## config.mk

```make
export PLATFORM = sky130hd
export DESIGN_NAME = fpstat_unit
export DESIGN_NICKNAME = d
export VERILOG_FILES = /design/src/rtl/fpstat_pkg.sv /design/src/rtl/fpstat_mask_expand.sv /design/src/rtl/fpstat_opmux.sv /design/src/rtl/fpstat_summary.sv /design/src/rtl/fpstat_unit.sv
export SDC_FILE = /design/constraint.sdc
export NUM_CORES = 1
export LEC_CHECK = 0
export ABC_AREA = 1
export CELL_PAD_IN_SITES_DETAIL_PLACEMENT = 0
export CELL_PAD_IN_SITES_GLOBAL_PLACEMENT = 1
export CORE_MARGIN = 3
export CORE_UTILIZATION = 31
export DETAILED_ROUTE_END_ITERATION = 8
export GPL_TIMING_DRIVEN = 0
export HOLD_SLACK_MARGIN = 0.06
export PLACE_DENSITY_LB_ADDON = 0.1
export SYNTH_ARGS = -nofsm -noshare
export SYNTH_HDL_FRONTEND = slang
export SYNTH_SLANG_ARGS = --single-unit
```

## constraint.sdc

```tcl
create_clock -name clk -period 5.1 [get_ports clk]
set_input_delay 1.275 -clock clk [delete_from_list [all_inputs] [get_ports clk]]
set_output_delay 1.275 -clock clk [all_outputs]
set_load 0.005 [all_outputs]
```

## src/rtl/fpstat_pkg.sv

```systemverilog
package fpstat_pkg;
   typedef enum logic [2:0] {
      OP_MERGE   = 3'd0,
      OP_BSET    = 3'd1,
      OP_BCLR    = 3'd2,
      OP_NIBIMM  = 3'd3,
      OP_MASKMOV = 3'd4,
      OP_FLD2CR  = 3'd5
   } fs_op_e;

   // exception cause positions (overflow..inexact, invalid causes)
   localparam logic [31:0] CAUSE_BITS  = 32'h1FF8_0700;
   // invalid-operation causes only
   localparam logic [31:0] INV_BITS    = 32'h01F8_0700;
   // derived summaries that single-bit writes cannot touch
   localparam logic [31:0] PROT_BITS   = 32'h6000_0000;
   // bits the field-to-condition copy may clear
   localparam logic [31:0] F2C_CLR     = 32'h9FF8_0700;

   localparam int POS_ANY  = 31;
   localparam int POS_EN   = 30;
   localparam int POS_INV  = 29;
   localparam int EN_LO    = 3;
   localparam int EN_SHIFT = 22;
   localparam int EN_CNT   = 5;
endpackage

```

## src/rtl/fpstat_mask_expand.sv

```systemverilog
module fpstat_mask_expand #(
   parameter int NFLD = 8,
   parameter int FW   = 4
) (
   input  logic [NFLD-1:0]    fmask,
   output logic [NFLD*FW-1:0] wmask
);
   for (genvar gi = 0; gi < NFLD; gi++) begin : g_fld
      assign wmask[gi*FW +: FW] = {FW{fmask[gi]}};
   end
endmodule

```

## src/rtl/fpstat_opmux.sv

```systemverilog
module fpstat_opmux
   import fpstat_pkg::*;
#(
   parameter int REG_W = 32,
   parameter int SRC_W = 64,
   parameter int FW    = 4,
   localparam int NFLD = REG_W / FW,
   localparam int BW   = $clog2(REG_W),
   localparam int FSW  = $clog2(NFLD)
) (
   input  logic [REG_W-1:0] cur,
   input  logic [2:0]       op,
   input  logic [REG_W-1:0] cause,
   input  logic [BW-1:0]    bsel,
   input  logic [FSW-1:0]   fsel,
   input  logic [FW-1:0]    imm,
   input  logic [NFLD-1:0]  fmask,
   input  logic [SRC_W-1:0] src,
   output logic [REG_W-1:0] pre,
   output logic             arm_any,
   output logic [FW-1:0]    fld_out
);
   logic [REG_W-1:0] wmask;
   logic [REG_W-1:0] bit_oh;
   logic [REG_W-1:0] nib_m;
   logic [REG_W-1:0] imm_w;
   int               nib_sh;

   fpstat_mask_expand #(.NFLD(NFLD), .FW(FW)) u_mexp (
      .fmask (fmask),
      .wmask (wmask)
   );

   always_comb begin
      nib_sh = REG_W - FW * (int'(fsel) + 1);
      bit_oh = {{(REG_W-1){1'b0}}, 1'b1} << (REG_W - 1 - int'(bsel));
      nib_m  = {{(REG_W-FW){1'b0}}, {FW{1'b1}}} << nib_sh;
      imm_w  = {{(REG_W-FW){1'b0}}, imm} << nib_sh;
      fld_out = FW'(cur >> nib_sh);
   end

   always_comb begin
      arm_any = 1'b0;
      pre     = cur;
      unique case (op)
         OP_MERGE: begin
            pre     = cur | (cause & CAUSE_BITS);
            arm_any = 1'b1;
         end
         OP_BSET: begin
            pre     = cur | (bit_oh & ~PROT_BITS);
            arm_any = 1'b1;
         end
         OP_BCLR:    pre = cur & ~(bit_oh & ~PROT_BITS);
         OP_NIBIMM:  pre = (cur & ~nib_m) | imm_w;
         OP_MASKMOV: pre = (cur & ~wmask) | (src[REG_W-1:0] & wmask);
         OP_FLD2CR:  pre = cur & ~(nib_m & F2C_CLR);
         default:    pre = cur;
      endcase
   end
endmodule

```

## src/rtl/fpstat_summary.sv

```systemverilog
module fpstat_summary
   import fpstat_pkg::*;
#(
   parameter int REG_W = 32
) (
   input  logic [REG_W-1:0] cur,
   input  logic [REG_W-1:0] pre,
   input  logic             arm_any,
   output logic [REG_W-1:0] nxt
);
   logic               inv_s;
   logic [EN_CNT-1:0]  cause5;
   logic [EN_CNT-1:0]  en5;
   logic               en_s;
   logic               new_cause;

   always_comb begin
      inv_s     = |(pre & INV_BITS);
      cause5    = {inv_s, pre[POS_INV-1 -: EN_CNT-1]};
      en5       = pre[EN_LO +: EN_CNT];
      en_s      = |(cause5 & en5);
      new_cause = |(pre & ~cur & CAUSE_BITS);
      nxt       = pre;
      nxt[POS_INV] = inv_s;
      nxt[POS_EN]  = en_s;
      nxt[POS_ANY] = pre[POS_ANY] | (arm_any & new_cause);
   end
endmodule

```

## src/rtl/fpstat_unit.sv

```systemverilog
module fpstat_unit
   import fpstat_pkg::*;
#(
   parameter int REG_W   = 32,
   parameter int SRC_W   = 64,
   parameter int FW      = 4,
   parameter int REC_FLD = 1,
   localparam int NFLD = REG_W / FW,
   localparam int BW   = $clog2(REG_W),
   localparam int FSW  = $clog2(NFLD)
) (
   input  logic             clk,
   input  logic             rst,
   input  logic             upd_vld,
   input  logic [2:0]       op,
   input  logic             rec,
   input  logic [31:0]      cause_in,
   input  logic [4:0]       bit_sel,
   input  logic [2:0]       fld_sel,
   input  logic [3:0]       imm,
   input  logic [7:0]       fld_mask,
   input  logic [2:0]       dst_fld,
   input  logic [63:0]      src,
   output logic [31:0]      stat,
   output logic             cond_we,
   output logic [2:0]       cond_idx,
   output logic [3:0]       cond_val,
   output logic             trap_req
);
   if (REG_W != 32) begin : g_bad_width
      $error("fpstat_unit: bit layout requires REG_W == 32");
   end
   if (FW != 4 || NFLD != 8) begin : g_bad_field
      $error("fpstat_unit: layout requires eight 4-bit fields");
   end
   if (SRC_W < REG_W) begin : g_bad_src
      $error("fpstat_unit: SRC_W must cover REG_W");
   end
   if (REC_FLD >= NFLD) begin : g_bad_rec
      $error("fpstat_unit: REC_FLD out of range");
   end

   logic [REG_W-1:0] pre;
   logic [REG_W-1:0] nxt;
   logic             arm_any;
   logic [FW-1:0]    fld_old;
   logic [REG_W-1:0] stat_q;

   fpstat_opmux #(.REG_W(REG_W), .SRC_W(SRC_W), .FW(FW)) u_opmux (
      .cur     (stat_q),
      .op      (op),
      .cause   (cause_in),
      .bsel    (bit_sel),
      .fsel    (fld_sel),
      .imm     (imm),
      .fmask   (fld_mask),
      .src     (src),
      .pre     (pre),
      .arm_any (arm_any),
      .fld_out (fld_old)
   );

   fpstat_summary #(.REG_W(REG_W)) u_sum (
      .cur     (stat_q),
      .pre     (pre),
      .arm_any (arm_any),
      .nxt     (nxt)
   );

   always_ff @(posedge clk) begin
      if (rst) begin
         stat_q   <= '0;
         cond_we  <= 1'b0;
         cond_idx <= '0;
         cond_val <= '0;
         trap_req <= 1'b0;
      end else begin
         cond_we  <= 1'b0;
         trap_req <= 1'b0;
         if (upd_vld) begin
            stat_q   <= nxt;
            trap_req <= nxt[POS_EN];
            if (op == OP_FLD2CR) begin
               cond_we  <= 1'b1;
               cond_idx <= dst_fld;
               cond_val <= fld_old;
            end else if (rec) begin
               cond_we  <= 1'b1;
               cond_idx <= 3'(REC_FLD);
               cond_val <= nxt[REG_W-1 -: FW];
            end
         end
      end
   end

   assign stat = stat_q;
endmodule

```

# After elaboration in Yosys (flattened, before gate mapping)
# Cells that the tools add are included.
classes:
  shifts: 4
  mux: 8
  reduce_logical: 8
  n_addsub: 3
  bitwise_logic: 19
  n_eq_ne: 5
ops:
  columns: ["operator", "n"]
  rows:
  - ["case mux 32 bit (6 select lines)", 1]
  - ["AND 32 bit", 5]
  - ["NOT 32 bit", 4]
  - ["bitwise OR 32 bit", 3]
  - ["bitwise OR 32 x 29 -> 32 bit", 1]
  - ["<< shifter 1 x 32 -> 32 bit, first input constant", 1]
  - ["<< shifter 4 x 32 -> 32 bit", 1]
  - ["<< shifter 4 x 32 -> 32 bit, first input constant", 1]
  - ["right shift 32 x 32 -> 4 bit", 1]
  - ["subtractor 7 x 32 -> 32 bit, first input constant", 1]
  - ["AND 29 bit", 1]
  - ["NOT 29 bit", 1]
  - ["OR reduction 13 bit", 1]
  - ["OR reduction 9 bit", 1]
  - ["2-to-1 mux 4 bit", 2]
  - ["equality test 3 x 2 -> 1 bit, second input constant", 2]
  - ["equality test 3 bit, second input constant", 2]
  - ["2-to-1 mux 3 bit", 2]
  - ["subtractor 5 x 5 -> 6 bit, first input constant", 1]
  - ["AND 5 bit", 1]
  - ["OR reduction 5 bit", 1]
  - ["adder 3 x 1 -> 4 bit, second input constant", 1]
  - ["OR reduction 2 bit", 2]
  - ["equality test 3 x 1 -> 1 bit, second input constant", 1]
  - ["7 further kinds", 9]
word_totals:
  wordCells: 52
  out_inout_bits: 41
  inputBits: 126
  ff_bits: 41

# Depth between registers and ports, before layout
# Gate-level depths: netlist of the first run.
logic_depth:
  depth_word: 13
  ltp_mapped: 23
  depth_no_buf: 23

# By module
# From an unflattened synthesis of the first run, not the netlist that was laid out.
hier_totals:
  cells_unflattened: 877
  area_unflattened_um2: 4877.2
by_module_without_submodules:
  columns: ["module", "n_inst", "cells_each", "area_each_um2", "seq_area_each_um2"]
  rows:
  - ["fpstat_opmux", 1, 557, 2636.3, 0.0]
  - ["fpstat_unit", 1, 202, 1541.5, 820.8]
  - ["fpstat_summary", 1, 86, 459.2, 0.0]
  - ["fpstat_mask_expand", 1, 32, 240.2, 0.0]

# Worst setup path after synthesis of the first run
# No wires, ideal clock.
synth_timing:
  path_type: "input port to flip-flop"
  startpoint: "in fld_sel[0]"
  endpoint: "reg cond_val[2]"
  path_buffers: 1
  t_arrival_ns: 3.599
  cell_stages: 22
  t_required_ns: 4.978
  setup_ns: 0.122
  path_slack_ns: 1.380
  path_cell_list: "buf_6 inv_1 ha_1 nor2_2 nand2_1 ha_1 inv_1 nand4_1 inv_1 nand2_1 nand2_1 nand2_1 nand2_1 nand2_2 o21ai_2 nand2_1 nor2_1 nand3_2 nand2_1 nand2_1 nand2_1 a21oi_2"
synth_via:
  elab_chain_cells: 12
  word_cells_on_any_way: 16
  classes_between: "2 x add/sub; 3 x shift; 3 x mux; 6 x bitwise; 2 x reduce/logical"
synth_lines:
  columns: ["item", "line_no", "rtl"]
  rows:
  - ["from (decl)", "fpstat_unit.sv:19", "input logic [2:0] fld_sel,"]
  - ["adder 3 x 1 -> 4 bit *", "fpstat_opmux.sv:35", "nib_sh = REG_W - FW * (int'(fsel) + 1);"]
  - ["subtractor 7 x 32 -> 32 bit *", "fpstat_opmux.sv:35", null]
  - ["<< shifter 4 x 32 -> 32 bit", "fpstat_opmux.sv:37", "nib_m = {{(REG_W-FW){1'b0}}, {FW{1'b1}}} << nib_sh;"]
  - ["NOT 32 bit", "fpstat_opmux.sv:55", "OP_NIBIMM: pre = (cur & ~nib_m) | imm_w;"]
  - ["AND 32 bit", "fpstat_opmux.sv:55", null]
  - ["bitwise OR 32 bit", "fpstat_opmux.sv:55", null]
  - ["case mux 32 bit (6 select lines)", "fpstat_opmux.sv:45", "unique case (op)"]
  - ["OR reduction 9 bit", "fpstat_summary.sv:18", "inv_s = |(pre & INV_BITS);"]
  - ["AND 5 bit", "fpstat_summary.sv:21", "en_s = |(cause5 & en5);"]
  - ["OR reduction 5 bit", "fpstat_summary.sv:21", null]
  - ["2-to-1 mux 4 bit", "fpstat_unit.sv:87", "end else if (rec) begin"]
  - ["2-to-1 mux 4 bit *", "fpstat_unit.sv:83", "if (op == OP_FLD2CR) begin"]
  - ["to (signal assigned)", "fpstat_unit.sv:86", "cond_val <= fld_old;"]
  - ["to (signal assigned)", "fpstat_unit.sv:90", "cond_val <= nxt[REG_W-1 -: FW];"]
  - ["to (decl)", "fpstat_unit.sv:27", "output logic [3:0] cond_val,"]
# Mark *: on every way between the ends. The rest lies on a longest branch, timed or not. The select of a mux whose other input is x is not followed.
# A chain may end at the register's enable or synchronous reset.

# Worst setup path in the final report of the first run
layout_timing:
  startpoint: "in fld_sel[0]"
  endpoint: "reg cond_val[3]"
layout_via:
  elab_chain_cells: 13
  word_cells_on_any_way: 17
  classes_between: "2 x add/sub; 3 x shift; 3 x mux; 8 x bitwise; 1 x reduce/logical"
layout_lines:
  columns: ["item", "line_no", "rtl"]
  rows:
  - ["adder 3 x 1 -> 4 bit *", "fpstat_opmux.sv:35", null]
  - ["subtractor 7 x 32 -> 32 bit *", "fpstat_opmux.sv:35", null]
  - ["<< shifter 4 x 32 -> 32 bit", "fpstat_opmux.sv:37", null]
  - ["NOT 32 bit", "fpstat_opmux.sv:55", null]
  - ["AND 32 bit", "fpstat_opmux.sv:55", null]
  - ["bitwise OR 32 bit", "fpstat_opmux.sv:55", null]
  - ["case mux 32 bit (6 select lines)", "fpstat_opmux.sv:45", null]
  - ["AND 29 bit", "fpstat_summary.sv:22", "new_cause = |(pre & ~cur & CAUSE_BITS);"]
  - ["OR reduction 13 bit", "fpstat_summary.sv:22", null]
  - ["AND 1 bit", "fpstat_summary.sv:26", "nxt[POS_ANY] = pre[POS_ANY] | (arm_any & new_cause);"]
  - ["bitwise OR 1 bit", "fpstat_summary.sv:26", null]
  - ["2-to-1 mux 4 bit", "fpstat_unit.sv:87", null]
  - ["2-to-1 mux 4 bit *", "fpstat_unit.sv:83", null]
# Marks and branches as above.

==> results of run 1 <==
## cells in the mapped netlist, types with 6 or more instances
cell type / count
nand2_1: 202
inv_1: 86
o21ai_0: 83
nor2_1: 69
nand3_1: 63
a21oi_1: 48
dfxtp_1: 41
nand4_1: 14
inv_2: 10
o22ai_1: 10
nor3_1: 8
clkbuf_1: 7
buf_2: 6
o21ai_1: 6
o221ai_1: 6
## power groups by stage
stage | logic [W] | registers, W | clock network (W)
5_1_grt | 0.000461 | 0.000371 | 0.000406
6_report | 0.000425 | 0.000369 | 0.000392
3_3_place_gp | 0.000411 | 0.000375 | 0
4_1_cts | 0.000414 | 0.000368 | 0.000397
2_1_floorplan | 0.000215 | 0.000364 | 0
3_5_place_dp | 0.000411 | 0.000375 | 0
## layer usage
layer / vias to the layer above / global-route usage [%] / part of all wire [%]
met5: - / 0 / 0
met4: 0 / 9.03 / 2.6
met1: 2689 / 41.4 / 45
met2: 297 / 44.9 / 43
li1: 2709 / - / -
met3: 29 / 6.04 / 9.2
## what timing repair did
| action | CTS | global route |
|---|---|---|
| setup buffers | 0 | 3 |
| gates resized for setup | 0 | 1 |
| endpoints found under the setup margin | 0 | 1 |
## per-stage QoR
stage	hold WS [ns]	worst slack [ns]	util, %	TNS (ns)
floorplan	0.461	1.38	-	0
global placement	0.456	-0.0344	42.7	-0.0344
detailed placement	0.472	-0.0674	42.7	-0.170
CTS	0.482	0.249	44.0	0
global route	0.507	0.00645	44.2	0
finish	0.483	0.236	44.2	0
## worst max path at each step
stage	endpoint	slack, ns	cells after the start
after floorplan	cond_val[2]$_SDFFE_PP0P_	1.38	22
after global placement	cond_val[3]$_SDFFE_PP0P_	-0.03	21
after detailed placement	cond_val[2]$_SDFFE_PP0P_	-0.07	22
after CTS	cond_val[2]$_SDFFE_PP0P_	0.25	22
after global routing	cond_val[2]$_SDFFE_PP0P_	0.006	19
final	cond_val[3]$_SDFFE_PP0P_	0.24	21
## worst max-delay path, stage by stage
cell	delay, ns
clkdlybuf4s50_1	0.53
buf_6	0.16
inv_1	0.13
ha_1	0.39
nor2_2	0.29
nand2_1	0.10
ha_1	0.38
nand3_1	0.18
nor2_4	0.30
inv_1	0.18
nor3_2	0.34
o21ai_0	0.16
nand2_1	0.09
nor2_1	0.04
nand2_1	0.07
nor2_1	0.05
nand2_1	0.05
nand2_1	0.04
nand2_1	0.13
nand2_1	0.09
a21oi_2	0.12
## area by class of cell
cell class,instances,area share (%)
multi-input combinational,575,50.1
timing repair buffer,114,20.0
sequential,41,14.5
inverter,98,6.58
tap,172,3.80
clock buffer,5,2.21
buffer,20,2.05
clock inverter,3,0.772
## cell families (layout without fill, tap and decap cells)
family	count (synthesis)	after routing	share of synthesized area [%]
flops	41	41	19.8
simple gates	382	382	40.8
compound gates	188	188	26.1
buf+inv	118	240	11.8
fa+ha+maj	5	5	1.51
==> impl_results.md, run 1 <==
- Yosys warns: 0
- Mapped Area: 0.00415 mm²
- DRT iter0 DRCs: 655
- Die X-Extent: 122 µm
- RSZ-0062 raised after global routing: false
- Fin area: 0.00567 mm²
- WHS Path Cells: 2
- Post-synth EDFFs: 0
- Highest-count cells in the layout ignoring fill and taps: nand2_1 (202), clkdlybuf4s50_1 (111), inv_1 (86)
- Asr flop ratio synth: 0%
- Layout cells sized above 1: 7.01%
- Initial core utilization: 32.3%
- Worst-case clock buffer depth: 2
- TritonCTS Buffers: 5
- IO Count: 167
- Clock Sink Count: 41
- Commonest non-fill, non-tap cell in the layout: nand2_1
- Final non-filler cell total: 1028
- Area contributors post-synth: dfxtp_1 (20%), nand2_1 (18%), o21ai_0 (10%)
- # diodes: 0
- Area post-placement: 0.00547 mm²
- Layout Area Growth over Synthesis: 36.7%
- DRT Wirelength: 22000 µm
- Most used DFF post-synth: dfxtp_1
- CTS tree: done
- Final setup fails: 0
- Tot Pwr: 0.00119 W
- PD cells: 209 mW/mm²
- Crit Path Class: input pin to flip-flop
- Global-route wire length before repair: 32300 µm
- Switch Pwr: 0.000447 W
- FF/Latch Area: 821 µm²
- Startpoint Class: input pin
- Tot GR Track Use: 29.4%
- Slew Limit Fails: 0
- Slew margin rel.: 48.0%
- CP startpoint: fld_sel[0]
- Initial antenna violation count: 0
- Fmax: 206 MHz
- Core Rows: 41
- Crit Reg-Reg Endpoint: cond_val[2]$_SDFFE_PP0P_
- Fin crit period: 4.86 ns
- Switching Share: 37.7%
- Critical path arrival: 5.11 ns
- Max Cap Violations: 0
- Power share of the clock group: 33.0%
- Final hold viol count: 0
- Die area: 0.0148 mm²
- Tcrit/Tclk final: 95.4%
- Congestion Overflow GR: 0
- Vias in the first global route: 5259
- CTS Root Cell: clkbuf_16
- Logic pwr share: 35.8%
- Post-synthesis register bit count: 41
- Worst Hold Launch: cond_idx[1]$_SDFFE_PP0P_
- VDD IR max: 0.000166 V
- Hold WC Path Type: flip-flop to flip-flop
- LEAKAGE: 2.52 nW
- RR Startpoint: stat[21]$_SDFFE_PP0P_
- Core area: 0.0128 mm²
- Wire length per cell: 21.4 µm
- Seq pwr share: 31.1%
- Placed cells: 1017
- Sequential cell area fraction in the yosys report: 19.8%
- R2R Setup Slk: 2.92 ns
- Synth unique cells: 48
- Die H: 122 µm
- Vias: 5724
- Dominant cell type by area after synthesis: dfxtp_1
- Synth Instances: 734
- Slew @ Worst Pin: 0.780 ns
- Drc violations: 0
- Antenna-violating nets left: 0
- Clk_skew: 0.00707 ns
- # H-tree levels: 2
- Status: complete, no violations
- Vias per inst: 5.57
- Area occupied by multi-input gates: 0.00284 mm²
- Avg Cell Area, Syn: 5.65 µm²
- IO buf count: 111
- R2R depth: 16
- NumNets Final: 986
- Required time worst endpoint: 5.34 ns
- Share of the synthesized area in the top cell type: 19.8%
- Later-pin clock latency in the skew report: 0.31 ns
- CP endpoint kind: flip-flop
- Max FO, Critical Path: 10
- Syn_nets: 865
- Placer congestion estimate: 0.952
- Largest net degree at the start of global routing: 15
- Cell-internal power: 0.000739 W
- Dpl hpwl: 17600 µm
- Drt first pass iters: 5
- # hold bufs at CTS: 0
- Clk pin slew, worst setup/hold paths: 0.07 ns
- Hold Path Sink: cond_idx[1]$_SDFFE_PP0P_
- Fillers: 1428
Note: power is estimated with default switching activity, not from simulation.
==> run 2, diff against run 1 <==
--- a/config.mk
+++ b/config.mk
@@ -10,6 +10,7 @@
 export CELL_PAD_IN_SITES_GLOBAL_PLACEMENT = 1
 export CORE_MARGIN = 3
 export CORE_UTILIZATION = 31
+export CTS_CLUSTER_DIAMETER = 80
 export DETAILED_ROUTE_END_ITERATION = 8
 export GPL_TIMING_DRIVEN = 0
 export HOLD_SLACK_MARGIN = 0.06
==> results of run 2 <==
The final DEF is identical to that of run 1; final timing and power are the same.
==> run 3, diff against run 2 <==
--- a/config.mk
+++ b/config.mk
@@ -15,6 +15,7 @@
 export GPL_TIMING_DRIVEN = 0
 export HOLD_SLACK_MARGIN = 0.06
 export PLACE_DENSITY_LB_ADDON = 0.1
+export REMOVE_ABC_BUFFERS = 1
 export SYNTH_ARGS = -nofsm -noshare
 export SYNTH_HDL_FRONTEND = slang
 export SYNTH_SLANG_ARGS = --single-unit
==> run 3 against run 2 <==
Compared with the run above:
- clock-buffer cell count unchanged
- non-clock buffer count down 21
- utilization down 0.93 points
- hold slack worse by 0.012 ns
- flip-flop and latch count unchanged
- power down 1.3%
- first-iteration DRC count down 0.46%
- largest cell class unchanged
- highest routed layer unchanged
==> impl_results.md, run 3 (synthesized netlist as in run 1, its figures left out) <==
- Slew Limit Fails: 0 (unchanged)
- IO buf count: 113 (+1.8%)
- Status: complete, no violations
- Highest-count cells in the layout ignoring fill and taps: nand2_1 (202), clkdlybuf4s50_1 (112), inv_1 (86)
- Clk pin slew, worst setup/hold paths: 0.07 ns (about the same)
- Die area: 0.0148 mm² (unchanged)
- DRT Wirelength: 20700 µm (-5.7%)
- Required time worst endpoint: 5.30 ns (-0.04 ns)
- Vias: 5535 (-3.3%)
- Slew @ Worst Pin: 1.23 ns (+0.454 ns)
- WHS Path Cells: 2 (unchanged)
- TritonCTS Buffers: 5 (unchanged)
- Commonest non-fill, non-tap cell in the layout: nand2_1
- Drt first pass iters: 5 (unchanged)
- Worst hold slack: 0.471 ns (-0.0120 ns)
- PD cells: 211 mW/mm² (+0.83%)
- Core Rows: 41 (unchanged)
- Hold Path Sink: cond_idx[2]$_SDFFE_PP0P_
- Fin crit period: 4.76 ns (-0.105 ns)
- Vias per inst: 5.50 (-1.3%)
- Wire length per cell: 20.6 µm (-3.7%)
- Placer congestion estimate: 0.928 (-2.5%)
- Clock Sink Count: 41 (unchanged)
- Later-pin clock latency in the skew report: 0.31 ns (about the same)
- Critical path arrival: 4.95 ns (-0.16 ns)
- Max Cap Violations: 0 (unchanged)
- Drc violations: 0 (unchanged)
- Antenna-violating nets left: 0 (unchanged)
- Tcrit/Tclk final: 93.3% (-2.1 points)
- Core area: 0.0128 mm² (unchanged)
- Dpl hpwl: 16000 µm (-9.1%)
- Worst-case clock buffer depth: 2 (unchanged)
- Final setup fails: 0 (unchanged)
- Hold WC Path Type: flip-flop to flip-flop
- Post-CTS setup buffers: 0 (unchanged)
- Critical path buffer and inverter count: 5 (+1)
- Fillers: 1466 (+2.7%)
- Die H: 122 µm (unchanged)
- Slew margin rel.: 17.4% (-31 points)
- Fmax: 210 MHz (+2.2%)
- Clk_skew: 0.00772 ns (+0.000654 ns)
- R2R Setup Slk: 2.85 ns (-0.07 ns)
- Global-route wire length before repair: 30900 µm (-4.4%)
- Cell mode on critical path: nand2_1
- RR Startpoint: stat[21]$_SDFFE_PP0P_
- Die X-Extent: 122 µm (unchanged)
- Max FO, Critical Path: 12 (+2)
- Sequence of cells on the critical path: dlymetal6s2s_1, inv_1, ha_1, nor2_2, nand2_1, ha_1, inv_1, nand4_1, inv_1, nand2_1, nand2_1, nand2_1, nand2_1, nand3_1, nand3_1, nand2_1, nor2_1, nand2_1, nand2_1, nand2_1, o21ai_1, inv_1
- Initial antenna violation count: 0 (unchanged)
- Tot GR Track Use: 27.7% (-1.6 points)
- Vias in the first global route: 5093 (-3.2%)
- RSZ-0062 raised after global routing: false
- CTS Root Cell: clkbuf_16
- Slowest CP cell: ha_1
- CP endpoint kind: flip-flop
- # H-tree levels: 2 (unchanged)
- Startpoint Class: input pin
- Tot Pwr: 0.00117 W (-1.3%)
- Worst Hold Launch: cond_idx[2]$_SDFFE_PP0P_
- Crit-path leading delay family: simple AND/OR/NAND/NOR gates
- Initial core utilization: 32.3% (unchanged)
- Layout Area Growth over Synthesis: 33.8%
- Final hold viol count: 0 (unchanged)
- Highest cell delay on the worst timing path: 0.44 ns (-0.09 ns)
- Largest net degree at the start of global routing: 28 (+13)
- Crit Reg-Reg Endpoint: stat[30]$_SDFFE_PP0P_
- DRT iter0 DRCs: 652 (-0.46%)
- IO Count: 167 (unchanged)
- Congestion Overflow GR: 0 (unchanged)
- Crit Path Class: input pin to flip-flop
- CTS tree: done
- LEAKAGE: 2.45 nW (-2.7%)
- R2R depth: 16 (unchanged)
- VDD IR max: 0.000116 V (-30%)
- # diodes: 0 (unchanged)
- Layout cells sized above 1: 5.27% (-1.7 points)
- NumNets Final: 965 (-2.1%)
## run 3: cell types whose count changed in the layout (fill, tap and decap cells not counted), moves of 3 or more
cell	change
clkbuf_1	-7
buf_6	-3
buf_2	-6
buf_4	-6
## run 3: how the worst max path moves through the flow
| stage | slack (ns) | endpoint | depth (start not counted) | start |
|---|---|---|---|---|
| 2_1_floorplan | 1.49 | cond_val[2]$_SDFFE_PP0P_ | 20 | fld_sel[0] |
| 3_3_place_gp | -0.28 | stat[31]$_SDFFE_PP0P_ | 22 | fld_sel[0] |
| 3_5_place_dp | -0.26 | stat[31]$_SDFFE_PP0P_ | 22 | fld_sel[0] |
| 4_1_cts | 0.06 | stat[31]$_SDFFE_PP0P_ | 22 | fld_sel[0] |
| 5_1_grt | 0.03 | stat[31]$_SDFFE_PP0P_ | 22 | fld_sel[0] |
| 6_report | 0.34 | stat[31]$_SDFFE_PP0P_ | 22 | fld_sel[0] |
## run 3: metal layers
metal | track usage [%] | wire length (µm) | vias up
met2 | 42.2 | 9030 | 234
met3 | 4.92 | 1560 | 37
met4 | 10.2 | 705 | 0
met1 | 39.1 | 9430 | 2590
met5 | 0 | 0 | -
li1 | - | - | 2674
## run 3: cell type report
cell class	count	area, µm²	share of cell area (%)
multi-input cells	575	2840	51.1
repair buffers	113	1130	20.4
flip-flops and latches	41	821	14.8
inverters	98	373	6.72
well taps	172	215	3.88
clock buffers	5	125	2.25
clock inverters	3	46.3	0.834
## run 3: worst min-delay path: cells and delay by family, from the launching register on
| kind | cells | cell delay (ns) |
|---|---|---|
| flip-flops | 1 | 0.31 |
| AND/OR/NAND/NOR | 2 | 0.12 |
## run 3: what timing repair did
item                                    4_1_cts  5_1_grt
hold buffers                                  0        0
gates resized for setup                       0        1
endpoints found under the setup margin        0        7
endpoints found under the hold margin         0        0
## run 3: power by group
group	internal, W	total (W)	switching (W)
Clock	0.000233	0.000401	0.000168
Sequential	0.000339	0.000365	0.0000260
Combinational	0.000159	0.000406	0.000246
Total	0.000731	0.00117	0.000440
## run 3: metrics by stage
stage | util, % | std cells | area (µm²) | TNS (ns) | setup WS (ns)
floorplan | - | 714 | 4030 | 0 | 1.49
global placement | 41.9 | 999 | 5380 | -1.44 | -0.276
detailed placement | 41.9 | 999 | 5380 | -1.48 | -0.262
CTS | 43.3 | 1007 | 5550 | 0 | 0.0614
global route | 43.3 | 1007 | 5550 | 0 | 0.0317
finish | 43.3 | 1007 | 5550 | 0 | 0.341
